`src/rtl/irq_entry_pkg.sv`:
```
package irq_entry_pkg;
  // Service states shared from control to datapath
  typedef struct packed {
    logic halt;
    logic intr;
    logic nmi;
  } svc_t;

  localparam logic [1:0] MODE0 = 2'b00;
  localparam logic [1:0] MODE1 = 2'b01;
  localparam logic [1:0] MODE2 = 2'b10;

  // Opcode bits [4:3] of the mode-set instruction to mode code
  function automatic logic [1:0] modeFromField(input logic [1:0] f);
    case (f)
      2'b10:   return MODE1;
      2'b11:   return MODE2;
      default: return MODE0;
    endcase
  endfunction
endpackage

```
`src/rtl/irq_entry_ctrl.sv`:
```
module irq_entry_ctrl
  import irq_entry_pkg::*;
#(
  parameter int OP_W = 8
) (
  input  logic            clk,
  input  logic            rstN,
  input  logic            opLoad,
  input  logic            boundary,
  input  logic            haltOp,
  input  logic            nmiReq,
  input  logic            intReq,
  input  logic            iff1,
  input  logic [OP_W-1:0] opcodeOut,
  output svc_t            svc
);
  localparam logic [OP_W-1:0] DI_CODE  = OP_W'(8'hF3);
  localparam logic [OP_W-1:0] EI_CODE  = OP_W'(8'hFB);
  localparam logic [OP_W-1:0] PFX_BIT  = OP_W'(8'hCB);
  localparam logic [OP_W-1:0] PFX_EXT  = OP_W'(8'hED);
  localparam logic [OP_W-1:0] PFX_IDXA = OP_W'(8'hDD);
  localparam logic [OP_W-1:0] PFX_IDXB = OP_W'(8'hFD);

  logic nmiSeen, nmiPend, blockNext;
  logic haltQ, intrQ, nmiQ;
  logic nmiRise, takeNmi, takeInt, isBlocker;

  assign nmiRise = nmiReq & ~nmiSeen;
  assign takeNmi = boundary & nmiPend & ~blockNext;
  assign takeInt = boundary & intReq & iff1 & ~nmiPend & ~blockNext;

  always_comb begin
    isBlocker = 1'b0;
    if (opcodeOut == DI_CODE || opcodeOut == EI_CODE ||
        opcodeOut == PFX_BIT || opcodeOut == PFX_EXT ||
        opcodeOut == PFX_IDXA || opcodeOut == PFX_IDXB)
      isBlocker = 1'b1;
  end

  // Non-maskable edge catcher
  always_ff @(posedge clk or negedge rstN) begin
    if (!rstN) begin
      nmiSeen <= 1'b0;
      nmiPend <= 1'b0;
    end else begin
      nmiSeen <= nmiReq;
      nmiPend <= nmiRise | (nmiPend & ~takeNmi);
    end
  end

  // One-boundary acceptance block after enable/disable and prefixes
  always_ff @(posedge clk or negedge rstN) begin
    if (!rstN)         blockNext <= 1'b0;
    else if (opLoad)   blockNext <= isBlocker;
    else if (boundary) blockNext <= 1'b0;
  end

  // Service states
  always_ff @(posedge clk or negedge rstN) begin
    if (!rstN) begin
      haltQ <= 1'b0;
      intrQ <= 1'b0;
      nmiQ  <= 1'b0;
    end else begin
      if (boundary) begin
        nmiQ  <= takeNmi;
        intrQ <= takeInt;
      end
      haltQ <= (takeNmi | takeInt) ? 1'b0 : (haltQ | haltOp);
    end
  end

  assign svc.halt = haltQ;
  assign svc.intr = intrQ;
  assign svc.nmi  = nmiQ;


  int_gate_chk: assert property (@(posedge clk) disable iff (!rstN)
    $rose(intrQ) |-> ($past(iff1) && !$past(blockNext) && !$past(nmiPend)));


  svc_excl_chk: assert property (@(posedge clk) disable iff (!rstN)
    $onehot0({intrQ, nmiQ}));


  nmi_block_chk: assert property (@(posedge clk) disable iff (!rstN)
    $rose(nmiQ) |-> !$past(blockNext));
endmodule

```
`src/rtl/irq_entry_dp.sv`:
```
module irq_entry_dp
  import irq_entry_pkg::*;
#(
  parameter int              OP_W     = 8,
  parameter logic [OP_W-1:0] NOP_CODE = '0,
  parameter logic [OP_W-1:0] RST_CODE = '1,
  parameter logic [OP_W-1:0] NMI_VEC  = OP_W'(8'h66)
) (
  input  logic            clk,
  input  logic            rstN,
  input  svc_t            svc,
  input  logic [OP_W-1:0] fetchByte,
  input  logic [1:0]      opField,
  input  logic            retnStrobe,
  input  logic            diEiStrobe,
  input  logic            imStrobe,
  output logic [OP_W-1:0] opcodeOut,
  output logic [OP_W-1:0] vectorByte,
  output logic            pcHold,
  output logic            iff1,
  output logic            iff2,
  output logic [1:0]      intMode,
  output logic            extraRead
);
  localparam int RST_LO = 3;
  localparam int RST_HI = 5;

  logic prevIntr, prevNmi;
  logic intrEntry, nmiEntry;
  logic fastMode, vecMasked;

  assign intrEntry = svc.intr & ~prevIntr;
  assign nmiEntry  = svc.nmi & ~prevNmi;
  assign fastMode  = (intMode == MODE1) || (intMode == MODE2);
  assign vecMasked = svc.intr && (intMode == MODE2);

  always_ff @(posedge clk or negedge rstN) begin
    if (!rstN) begin
      prevIntr <= 1'b0;
      prevNmi  <= 1'b0;
    end else begin
      prevIntr <= svc.intr;
      prevNmi  <= svc.nmi;
    end
  end

  // Enable flags: entry edges win over instruction strobes
  always_ff @(posedge clk or negedge rstN) begin
    if (!rstN) begin
      iff1 <= 1'b0;
      iff2 <= 1'b0;
    end else if (intrEntry) begin
      iff1 <= 1'b0;
      iff2 <= 1'b0;
    end else if (nmiEntry) begin
      iff1 <= 1'b0;
    end else if (diEiStrobe) begin
      iff1 <= opField[0];
      iff2 <= opField[0];
    end else if (retnStrobe) begin
      iff1 <= iff2;
    end
  end

  always_ff @(posedge clk or negedge rstN) begin
    if (!rstN)         intMode <= MODE0;
    else if (imStrobe) intMode <= modeFromField(opField);
  end

  // Opcode substitution
  always_comb begin
    if (svc.halt)                          opcodeOut = NOP_CODE;
    else if (svc.nmi || (svc.intr && fastMode)) opcodeOut = RST_CODE;
    else                                   opcodeOut = fetchByte;
  end

  // Restart target low byte
  always_comb begin
    vectorByte = '0;
    if (svc.nmi)         vectorByte = NMI_VEC;
    else if (!vecMasked) vectorByte[RST_HI:RST_LO] = opcodeOut[RST_HI:RST_LO];
  end

  assign pcHold    = svc.halt | svc.intr | svc.nmi;
  assign extraRead = vecMasked;


  nmi_iff_chk: assert property (@(posedge clk) disable iff (!rstN)
    $rose(svc.nmi) |=> (!iff1 && $stable(iff2)));


  intr_iff_chk: assert property (@(posedge clk) disable iff (!rstN)
    $rose(svc.intr) |=> (!iff1 && !iff2));


  ei_load_chk: assert property (@(posedge clk) disable iff (!rstN)
    (diEiStrobe && !svc.intr && !svc.nmi) |=> (iff1 == $past(opField[0]) && iff2 == iff1));


  mode2_load_chk: assert property (@(posedge clk) disable iff (!rstN)
    (imStrobe && opField == 2'b11) |=> (intMode == MODE2));
endmodule

```
`src/rtl/irq_entry_unit.sv`:
```
module irq_entry_unit
  import irq_entry_pkg::*;
#(
  parameter int OP_W = 8
) (
  input  logic            clk,
  input  logic            rstN,
  input  logic [OP_W-1:0] fetchByte,
  input  logic [1:0]      opField,
  input  logic            opLoad,
  input  logic            boundary,
  input  logic            haltOp,
  input  logic            retnStrobe,
  input  logic            diEiStrobe,
  input  logic            imStrobe,
  input  logic            nmiReq,
  input  logic            intReq,
  output logic [OP_W-1:0] opcodeOut,
  output logic [OP_W-1:0] vectorByte,
  output logic            pcHold,
  output logic            iff1,
  output logic            iff2,
  output logic [1:0]      intMode,
  output logic            inHalt,
  output logic            inIntr,
  output logic            inNmi,
  output logic            extraRead
);
  svc_t svc;

  irq_entry_ctrl #(.OP_W(OP_W)) u_ctrl (
    .clk(clk), .rstN(rstN), .opLoad(opLoad), .boundary(boundary),
    .haltOp(haltOp), .nmiReq(nmiReq), .intReq(intReq), .iff1(iff1),
    .opcodeOut(opcodeOut), .svc(svc)
  );

  irq_entry_dp #(.OP_W(OP_W)) u_dp (
    .clk(clk), .rstN(rstN), .svc(svc), .fetchByte(fetchByte),
    .opField(opField), .retnStrobe(retnStrobe), .diEiStrobe(diEiStrobe),
    .imStrobe(imStrobe), .opcodeOut(opcodeOut), .vectorByte(vectorByte),
    .pcHold(pcHold), .iff1(iff1), .iff2(iff2), .intMode(intMode),
    .extraRead(extraRead)
  );

  assign inHalt = svc.halt;
  assign inIntr = svc.intr;
  assign inNmi  = svc.nmi;
endmodule

```
`config.mk`:
```
export PLATFORM = sky130hd
export DESIGN_NAME = irq_entry_unit
export DESIGN_NICKNAME = d
export VERILOG_FILES = /design/src/rtl/irq_entry_pkg.sv /design/src/rtl/irq_entry_ctrl.sv /design/src/rtl/irq_entry_dp.sv /design/src/rtl/irq_entry_unit.sv
export SDC_FILE = /design/constraint.sdc
export NUM_CORES = 1
export LEC_CHECK = 0
export ABC_AREA = 0
export CAP_MARGIN = 20
export CORE_AREA = 2 2 48 50
export CTS_BUF_LIST = sky130_fd_sc_hd__clkbuf_16
export DETAILED_ROUTE_END_ITERATION = 10
export DIE_AREA = 0 0 50 52
export PLACE_DENSITY = 0.75
export SLEW_MARGIN = 25
export SYNTH_ARGS = -nofsm -noshare
export SYNTH_HDL_FRONTEND = slang
export SYNTH_SLANG_ARGS = --single-unit
export TNS_END_PERCENT = 5
```
`constraint.sdc`:
```
create_clock -name clk -period 1.4 [get_ports clk]
set_input_delay 0.28 -clock clk [delete_from_list [all_inputs] [get_ports clk]]
set_output_delay 0.28 -clock clk [all_outputs]
set_load 0.01 [all_outputs]
```
==> metrics.md, run 1 <==
| Metric | Value |
|---|---|
| Area contributors post-synth | `dfrtp_1, nor2_1, buf_4, nor3_1, inv_1` |
| Clk slew on worst S/H paths | `around 0.040 ns` |
| Slew Limit Fails | `0` |
| Total number of vias | `around 810` |
| Vias in the first global route | `about 810` |
| CTS buffer count | `3` |
| Failing checks | `setup timing` |
| First-pass GRT wire length | `3463 µm` |
| DP Cell Count | `around 160` |
| Synthesized area | `just under 700 µm²` |
| Largest area contributor in the netlist | `dfrtp_1` |
| Pin count of the biggest net entering global routing | `13` |
| CP endpoint kind | `output port` |
| Seq/Total Area, Yosys | `43.24%` |
| Hold/Removal Path Class | `in -> async` |
| CTS root buf | `clkbuf_16` |
| Post-layout util | `between 60 and 70%` |
| Drt total wl | `2033 µm` |
| I/O Buffers | `42` |
| CTS tree | `done` |
| Synth Register Bits | `12` |
| Met1 Resource Use GR | `between 20% and 30%` |
| Area share of the largest cell type after synthesis | `a little over two fifths` |
| Area delta synth->final | `96.76%` |
| Die area | `between 0.002 and 0.003 mm²` |
| Post-synthesis mux area share | `under 10%` |
| Most frequent cells in the layout | `clkdlybuf4s50_1, buf_4, dfrtp_1, nor2_1` |
| FFs w/ async S/R, synth | `100.0%` |
| Total power | `approximately 1.4 mW` |
| Finished Layout Cells | `approximately 170` |
| CTS Buffer Depth | `2` |
| Remaining antenna violation count | `0` |
| Met2 Use GR | `31.58%` |
| # diodes | `0` |
| VDD IR max | `887.8 µV` |
| Final min period | `~1.8 ns` |
| Initial antenna violation count | `0` |
| GRT overflow | `0` |
| Global Route met3 Usage | `~2.6%` |
| Mean Syn Cell Area | `roughly 8.3 µm²` |
| Final Cycle Share | `131.1%` |
| HPWL after DPL | `~1600 µm` |
| PnR worst setup slack | `-0.4349 ns` |
| Cells after Synth | `84` |
| Final Skew | `between 0.002 and 0.0025 ns` |
| Final Hold Viols | `0` |
| Main synth FF type | `dfrtp_1` |
| Hold slack | `roughly 0.34 ns` |
| Num ports | `45` |
| PwrDens | `approximately 1000 mW/mm²` |
| H-tree levels | `1` |
| Crit Path Max Fanout | `2` |
| Drc violations | `0` |
| CP startpoint kind | `flip-flop` |
| Register area | `around 300 µm²` |
| Hold-fix buffers, CTS | `0` |
| Fill cells | `between 150 and 200` |
| Post-synth EDFFs | `0` |
| Die width | `about 50 µm` |
| Worst EP required | `around 1.1 ns` |
| Status | `finished with violations` |
| Layout cells sized above 1 | `about 36%` |
| Largest family of logic cells by synthesized area | `simple AND/OR/NAND/NOR gates` |
| Worst Path Arrival | `between 1.5 and 2 ns` |
| Die Height | `around 52 µm` |
| Drt wl/cell | `approximately 12 µm` |
| XOR/XNOR Fraction of Synth Area | `0%` |
| CTS sink cnt | `12` |
| Compound-Gate Fraction of Synth Area | `about 16%` |
| Pre-CTS setup slack | `-0.6538 ns` |
| Simple-Gate Fraction of Synth Area | `between 20% and 30%` |
| Setup crit start | `u_dp.intMode[0]` |
| Post-route cell area | `between 0.001 and 0.0015 mm²` |
| RSZ-0062 raised after global routing | `true` |
| Multi-input gate area | `~380 µm²` |
| Commonest non-fill, non-tap cell in the layout | `clkdlybuf4s50_1` |
| Placed inst area | `between 0.001 and 0.0015 mm²` |
| Routability cong. | `around 0.76` |
| Clock Latency Late Sink | `0.24 ns` |
| # rows | `17` |
| Leakage Power | `about 0.65 nW` |
| DRT iter0 DRCs | `5` |
| Nets | `roughly 170` |
| Adder-Cell Fraction of Synth Area | `roughly 1.8%` |
| Core Box Area | `between 0.002 and 0.0025 mm²` |
| Synth unique cells | `29` |
| Gr usage total | `between 10% and 20%` |
| Worst R2R Start | `u_ctrl.haltQ` |
| TritonRoute pass-1 iters | `4` |
| Vias per cell | `roughly 4.7` |
| YS warnings | `0` |
| Number of max-capacitance violations reported | `0` |
| Starting Density | `32.98%` |
| Critical path class | `reg -> out` |
| Final setup fails | `14` |
| Gr busiest metal | `met2` |
| Peak Freq | `between 500 and 600 MHz` |
| Final setup TNS | `-4.601 ns` |
==> final timing paths <==
check | end | slack, ns | depth (start not counted)
max | vectorByte[5] | -0.43 | 7
min | u_ctrl.intrQ | 0.34 | 2
max reg2reg | u_ctrl.blockNext | -0.02 | 7
min reg2reg | u_ctrl.nmiPend | 0.42 | 1
max in group asynchronous | u_ctrl.haltQ | 0.91 | 2
min in group clk | u_ctrl.nmiPend | 0.42 | 1
==> report_power, final <==
part | internal (mW) | switching (mW)
clock network | 0.375 | 0.144
logic | 0.266 | 0.222
registers | 0.383 | 0.0280
==> repair_timing <==
action | 4_1_cts | 5_1_grt
buffers inserted | 2 | 1
pin swaps | 7 | 3
gates resized for setup | 76 | 9
setup endpoints to repair | 23 | 19
==> per-layer routing <==
metal  share of wire, %  up-vias
li1                   -      398
met2                 51       36
met1                 41      371
met3                6.7        3
met5                  0        -
met4                1.7        0
==> registers in the layout (all words and copies together) (netlist names) <==
register          count
u_dp.iff1             1
u_ctrl.nmiSeen        1
u_dp.prevNmi          1
u_ctrl.blockNext      1
u_dp.iff2             1
u_ctrl.intrQ          1
u_ctrl.haltQ          1
u_dp.intMode          2
u_ctrl.nmiPend        1
u_ctrl.nmiQ           1
u_dp.prevIntr         1
==> Yosys cell counts (2+ instances only) <==
library cell and number:
inv_1 9, nor3_1 7, nor2_1 13, mux2i_1 2
nand3_1 2, dfrtp_1 12, or3_1 2, a21oi_1 5
buf_4 5, buf_2 2, nand2_1 3, o21ai_0 5
==> critical path, cell delays in order (launching register included) <==
cell	delay, ns
dfrtp_1	0.35
inv_1	0.06
ha_1	0.28
nor2b_2	0.15
buf_4	0.13
nor2_2	0.03
o31ai_2	0.16
buf_2	0.16
==> logic make-up after synthesis <==
kind of cell | Yosys count
compound gates | 18
fa+ha+maj | 1
buf+inv | 17
flops | 12
mux | 2
other cells | 1
simple gates | 33
==> layout make-up <==
| cell class | instances | share of cell area, % |
|---|---|---|
| multi-input cells | 56 | 27.84 |
| flip-flops and latches | 12 | 21.98 |
| repair buffers | 62 | 39.38 |
| clock buffers | 3 | 5.495 |
| clock inverters | 1 | 0.2747 |
| well taps | 28 | 2.564 |
| inverters | 9 | 2.473 |
Note: power is estimated with default switching activity, not from simulation.
==> run 2, diff against run 1 <==
SKIP_CTS_REPAIR_TIMING = 1   (was default)
SKIP_LAST_GASP = 1   (was default)
==> run 2 against run 1 <==
Sequential power is essentially flat; critical endpoint is now vectorByte[4]; critical path depth shrank 1; power grew 1.8%; via count shrank 0.50%; register-to-register slack lost 0.04 ns; highest routed layer unchanged; die area is the same; largest power group unchanged; utilization grew 1.1 points; maximum frequency grew 0.83%; sequential cell count is the same; worst setup slack gained 0.015 ns; combinational power grew 4.9%; first-iteration DRC count grew 40%; the flow still finishes with violations (setup timing).
==> metrics.md, run 2 (synthesis gave the netlist of run 1 again) <==
| Metric | Value |
|---|---|
| CTS root buf | `clkbuf_16` |
| Drt wl/cell | `12.44 µm (+4.7%)` |
| Layout cells sized above 1 | `32.62% (-3.0 points)` |
| Worst EP required | `1.12 ns (about the same)` |
| Failing checks | `setup timing` |
| Vias per cell | `4.757 (+0.68%)` |
| CTS tree | `done` |
| Hold/Removal Path Class | `in -> async` |
| PwrDens | `1039 mW/mm² (about the same)` |
| Comb pwr share | `35.4% (+1.0 points)` |
| FF-to-FF path depth | `7 (unchanged)` |
| Initial antenna violation count | `0 (unchanged)` |
| Drc violations | `0 (unchanged)` |
| CP endpoint kind | `output port` |
| Sw Pwr | `0.3994 mW (+1.5%)` |
| # rows | `17 (unchanged)` |
| HPWL after DPL | `1571 µm (unchanged)` |
| Num ports | `45 (unchanged)` |
| Final min period | `1.820 ns (-0.01502 ns)` |
| Clock power frac | `36.0% (-0.6 points)` |
| CP max stage delay | `0.39 ns (+0.04 ns)` |
| Number of max-capacitance violations reported | `0 (unchanged)` |
| Status | `finished with violations` |
| Core Box Area | `0.002106 mm² (unchanged)` |
| Post-layout util | `66.01% (+1.1 points)` |
| PnR worst setup slack | `-0.4198 ns (+0.01502 ns)` |
| Int Power | `1.044 mW (+2.0%)` |
| Total power | `1.444 mW (+1.8%)` |
| First-pass GRT wire length | `3249 µm (-6.2%)` |
| Final Hold Viols | `0 (unchanged)` |
| Peak Freq | `549.5 MHz (+0.83%)` |
| CTS buffer count | `3 (unchanged)` |
| Commonest non-fill, non-tap cell in the layout | `clkdlybuf4s50_1` |
| CP startpoint kind | `flip-flop` |
| Area delta synth->final | `100.2%` |
| CTS Buffer Depth | `2 (unchanged)` |
| Clk slew on worst S/H paths | `0.04 ns (about the same)` |
| Most frequent cells in the layout | `clkdlybuf4s50_1, buf_4, dfrtp_1, nor2_1, inv_1` |
| Die Height | `52 µm (unchanged)` |
| Gr usage total | `16.35% (-1.2 points)` |
| Clock Latency Late Sink | `0.24 ns (about the same)` |
| Die width | `50 µm (unchanged)` |
| Final Cycle Share | `130.0% (-1.1 points)` |
| Crit Path Max Fanout | `2 (unchanged)` |
| GRT overflow | `0 (unchanged)` |
| Largest Register | `u_dp.intMode` |
| Starting Density | `32.98% (unchanged)` |
| Final Skew | `0.001904 ns (-0.0002769 ns)` |
| Number of flip-flops in the largest register | `2 (unchanged)` |
| Leakage Power | `0.6571 nW (+0.82%)` |
| CTS sink cnt | `12 (unchanged)` |
| # diodes | `0 (unchanged)` |
| Die area | `0.002600 mm² (unchanged)` |
| Vias in the first global route | `781 (-3.5%)` |
| Drt total wl | `2103 µm (+3.4%)` |
| Remaining antenna violation count | `0 (unchanged)` |
| H-tree levels | `1 (unchanged)` |
| Routability cong. | `0.7634 (unchanged)` |
| VDD IR max | `895.3 µV (+0.84%)` |
| I/O Buffers | `42 (unchanged)` |
| Pin count of the biggest net entering global routing | `13 (unchanged)` |
| Slew Limit Fails | `0 (unchanged)` |
| Nets | `163 (-1.2%)` |
| Final setup fails | `25 (+11)` |
| Pre-CTS setup slack | `-0.6538 ns (unchanged)` |
| Worst Path Arrival | `1.54 ns (about the same)` |
| Crit-path slowest cell | `or3_4` |
| TritonRoute pass-1 iters | `4 (unchanged)` |
| Flop pwr share | `28.6% (-0.4 points)` |
| Sw Ratio | `27.67% (-0.092 points)` |
| Total number of vias | `804 (-0.50%)` |
| RSZ-0062 raised after global routing | `true` |
| CP Cell Sequence | `inv_2 -> ha_4 -> and2_4 -> or3_4 -> nor2_4 -> buf_6` |
| Critical path class | `reg -> out` |
| DRT iter0 DRCs | `7 (+2)` |
## run 2: changes by cell type in the layout (fill, tap and decap cells not counted), moves of 2 or more
cell / change
clkdlybuf4s15_1: -3
buf_2: -5
dlymetal6s2s_1: +4
clkdlybuf4s50_1: +11
clkbuf_2: +2
buf_6: -4
dlygate4sd2_1: -6
## run 2: worst max-delay path: cells and delay by family, from the launching register on
| family | cells | cell delay, ns |
|---|---|---|
| DFF | 1 | 0.36 |
| and+or+nand+nor | 3 | 0.61 |
| adders and majority gates | 1 | 0.15 |
| buffers and inverters | 2 | 0.17 |
## run 2: per-layer routing
layer	wire, µm	global-route usage [%]
met4	34	8.333
met5	0	0
met3	118	2.586
met1	847	19.35
met2	1102	28.51
## run 2: through the flow
stage	hold WS [ns]	cells	setup TNS [ns]	cell area, µm²
2_1_floorplan	-0.01559	85	-1.021	740.7
3_3_place_gp	0.4074	164	-7.300	1270
3_5_place_dp	0.4218	164	-7.570	1270
4_1_cts	0.3532	168	-12.09	1349
5_1_grt	0.3773	169	-7.713	1390
6_report	0.3404	169	-6.370	1390
## run 2: power groups by stage
stage	Combinational (mW)	Sequential, mW	Clock [mW]
floorplan	0.196	0.426	0
global route	0.557	0.416	0.546
detailed placement	0.503	0.415	0
CTS	0.506	0.410	0.526
finish	0.512	0.413	0.519
global placement	0.497	0.412	0
## run 2: cell type report
cell class	count	area, µm²
Timing Repair Buffer	60	540.5
Multi-Input combinational cell	56	401.6
Sequential cell	12	300.3
Clock buffer	3	75.07
Inverter	9	33.78
Fill cell	169	715.7
Tap cell	28	35.03
Clock inverter	1	3.754
## run 2: final timing paths
check,endpoint,from,slack [ns]
min,u_ctrl.intrQ,rstN,0.34
max reg2reg,u_ctrl.blockNext,u_ctrl.haltQ,-0.06
min reg2reg,u_ctrl.nmiPend,u_ctrl.nmiSeen,0.42
max in group asynchronous,u_ctrl.haltQ,rstN,0.91
max,vectorByte[4],u_dp.intMode[0],-0.42
min in group clk,u_ctrl.nmiPend,u_ctrl.nmiSeen,0.42
==> run 3, diff against run 2 <==
CORE_AREA = 2 2 41 43   (was 2 2 48 50)
DIE_AREA = 0 0 43 45   (was 0 0 50 52)
DONT_BUFFER_PORTS = 1   (was default)
PLACE_DENSITY = default   (was 0.75)
==> run 3 against run 2 <==
The run still ends with setup timing left; sequential cell count unchanged; via count decreased by 26%; worst hold slack got worse by 0.27 ns; clock skew increased by 0.0024 ns; design area decreased by 34%; clock power decreased by 2%; routed wire length decreased by 27%; sequential power increased by 2%; sequential share of layout area increased by 11 points; utilization decreased by 3.9 points; largest cell class is now multi-input gates.
==> metrics.md, run 3 (synthesis gave the netlist of run 1 again) <==
| Metric | Value |
|---|---|
| VDD IR max | `962.3 µV (+7.5%)` |
| Hold Path Depth | `0` |
| Peak Freq | `578.4 MHz (+5.3%)` |
| R2r setup slk | `-0.09 ns (-0.03 ns)` |
| TritonRoute pass-1 iters | `3 (-1)` |
| Critical path class | `reg -> out` |
| GRT overflow | `0 (unchanged)` |
| Flop pwr share | `34.9% (+6.3 points)` |
| CTS tree | `done` |
| Drt total wl | `1532 µm (-27%)` |
| Clock Latency Late Sink | `0.24 ns (about the same)` |
| Drt wl/cell | `14.19 µm (+14%)` |
| Worst-margin pin slew | `approximately 0.53 ns` |
| Area delta synth->final | `31.53%` |
| Int Power | `0.8676 mW (-17%)` |
| Post-layout util | `62.07% (-3.9 points)` |
| Clk slew on worst S/H paths | `0.04 ns (about the same)` |
| CTS root buf | `clkbuf_16` |
| Vias per cell | `5.528 (+16%)` |
| Fill cells | `133 (-21%)` |
| Final setup TNS | `-3.487 ns (+2.884 ns)` |
| Core Box Area | `0.001471 mm² (-30%)` |
| Post-route cell area | `913.4 µm² (-34%)` |
| Clock power frac | `42.4% (+6.4 points)` |
| Hold/Removal Path Class | `in -> reg` |
| FF-to-FF path depth | `6 (-1)` |
| WHS Endpoint | `u_ctrl.nmiSeen` |
| PnR worst setup slack | `-0.3289 ns (+0.09096 ns)` |
| Status | `finished with violations` |
| Min-delay src | `nmiReq` |
| Layout cells sized above 1 | `30.43% (-2.2 points)` |
| Number of max-capacitance violations reported | `0 (unchanged)` |
| First-pass GRT wire length | `2352 µm (-28%)` |
| Final setup fails | `13 (-48%)` |
| Total number of vias | `597 (-26%)` |
| Finished Layout Cells | `108 (-36%)` |
| Die width | `43 µm (-14%)` |
| CTS sink cnt | `12 (unchanged)` |
| DP Cell Count | `102 (-38%)` |
| CTS Buffer Depth | `2 (unchanged)` |
| Worst reg2reg path endpoint | `u_ctrl.blockNext` |
| Final Cycle Share | `123.5% (-6.5 points)` |
| Vias in the first global route | `583 (-25%)` |
| Slew Limit Fails | `0 (unchanged)` |
| Most frequent cells in the layout | `dfrtp_1, nor2_1, buf_4, inv_1` |
| Sw Pwr | `0.3334 mW (-17%)` |
| I/O Buffers | `0 (-100%)` |
| Starting Density | `47.19% (+14 points)` |
| Failing checks | `setup timing` |
| CP endpoint kind | `output port` |
| Number of flip-flops in the largest register | `2 (unchanged)` |
| HPWL after DPL | `1194 µm (-24%)` |
| CP startpoint kind | `flip-flop` |
| Final Skew | `0.004342 ns (+0.002438 ns)` |
| Leakage Power | `0.4011 nW (-39%)` |
| CTS buffer count | `3 (unchanged)` |
| Final min period | `1.729 ns (-0.09096 ns)` |
| Sw Ratio | `27.76% (+0.092 points)` |
| PwrDens | `1315 mW/mm² (+27%)` |
| Final Hold Viols | `0 (unchanged)` |
| Commonest non-fill, non-tap cell in the layout | `dfrtp_1` |
| RSZ-0062 raised after global routing | `true` |
| Nets | `114 (-30%)` |
| Crit Path Max Fanout | `7 (+5)` |
| Total power | `1.201 mW (-17%)` |
| Placed inst area | `774.5 µm² (-39%)` |
| Pin count of the biggest net entering global routing | `13 (unchanged)` |
| Slew margin rel. | `approximately two thirds` |
| Multi-input gate area | `391.6 µm² (-2.5%)` |
| H-tree levels | `1 (unchanged)` |
| Die area | `0.001935 mm² (-26%)` |
| Initial antenna violation count | `0 (unchanged)` |
| Remaining antenna violation count | `0 (unchanged)` |
| Register area | `300.3 µm² (unchanged)` |
| Num ports | `45 (unchanged)` |
| Routability cong. | `0.7303 (-4.3%)` |
| Worst Path Arrival | `1.45 ns (-0.09 ns)` |
| Comb pwr share | `22.6% (-13 points)` |
| Worst R2R Start | `u_dp.intMode[1]` |
| Largest Register | `u_dp.intMode` |
| # diodes | `0 (unchanged)` |
| # rows | `14 (-3)` |
| Worst EP required | `1.12 ns (about the same)` |
| Gr usage total | `16.98% (+0.63 points)` |
| DRT iter0 DRCs | `1 (-6)` |
| Die Height | `45 µm (-13%)` |
| Drc violations | `0 (unchanged)` |
## run 3: final cells by class
| type | count | share of cell area, % |
|---|---|---|
| multi-input cells | 56 | 42.88 |
| flip-flops and latches | 12 | 32.88 |
| repair buffers | 11 | 9.726 |
| clock buffers | 3 | 8.219 |
| inverters | 9 | 3.699 |
| well taps | 16 | 2.192 |
| clock inverters | 1 | 0.4110 |
## run 3: worst max-delay path, cell delays in order (launching register included)
cell and delay (ns):
dfrtp_1 0.38, inv_2 0.08, ha_4 0.19, nor2b_1 0.11, buf_4 0.18, nor2_2 0.06
o31ai_4 0.22
## run 3: power by group through the flow
stage | Combinational (mW) | Clock, mW | Sequential [mW]
finish | 0.272 | 0.510 | 0.420
global route | 0.302 | 0.544 | 0.425
CTS | 0.240 | 0.529 | 0.419
detailed placement | 0.240 | 0 | 0.423
global placement | 0.238 | 0 | 0.422
floorplan | 0.196 | 0 | 0.426
## run 3: metal layers
metal  part of all wire (%)  up-vias  routed length, µm  global-route usage [%]
li1                       -      294                  -                       -
met1                     42      278                641                   21.17
met2                     51       25                778                   26.06
met3                    7.4        0                113                   8.400
met4                      0        0                  0                   5.455
met5                      0        -                  0                       0
## run 3: stage by stage
step / worst slack, ns / hold WS, ns
2_1_floorplan: -0.1556 / -0.01559
3_3_place_gp: -0.1459 / -0.01534
3_5_place_dp: -0.1779 / -0.01532
4_1_cts: -0.4317 / -0.2717
5_1_grt: -0.4075 / 0.06314
6_report: -0.3289 / 0.07308
## run 3: how the worst max path moves through the flow
stage | startpoint | to | cells after the start
after global routing | u_dp.intMode[0] | vectorByte[5] | 6
after detailed placement | u_dp.intMode[0] | vectorByte[5] | 6
after global placement | u_dp.intMode[1] | vectorByte[5] | 5
final | u_dp.intMode[0] | vectorByte[5] | 6
after CTS | u_dp.intMode[1] | vectorByte[5] | 5
after floorplan | u_dp.intMode[1] | vectorByte[5] | 5
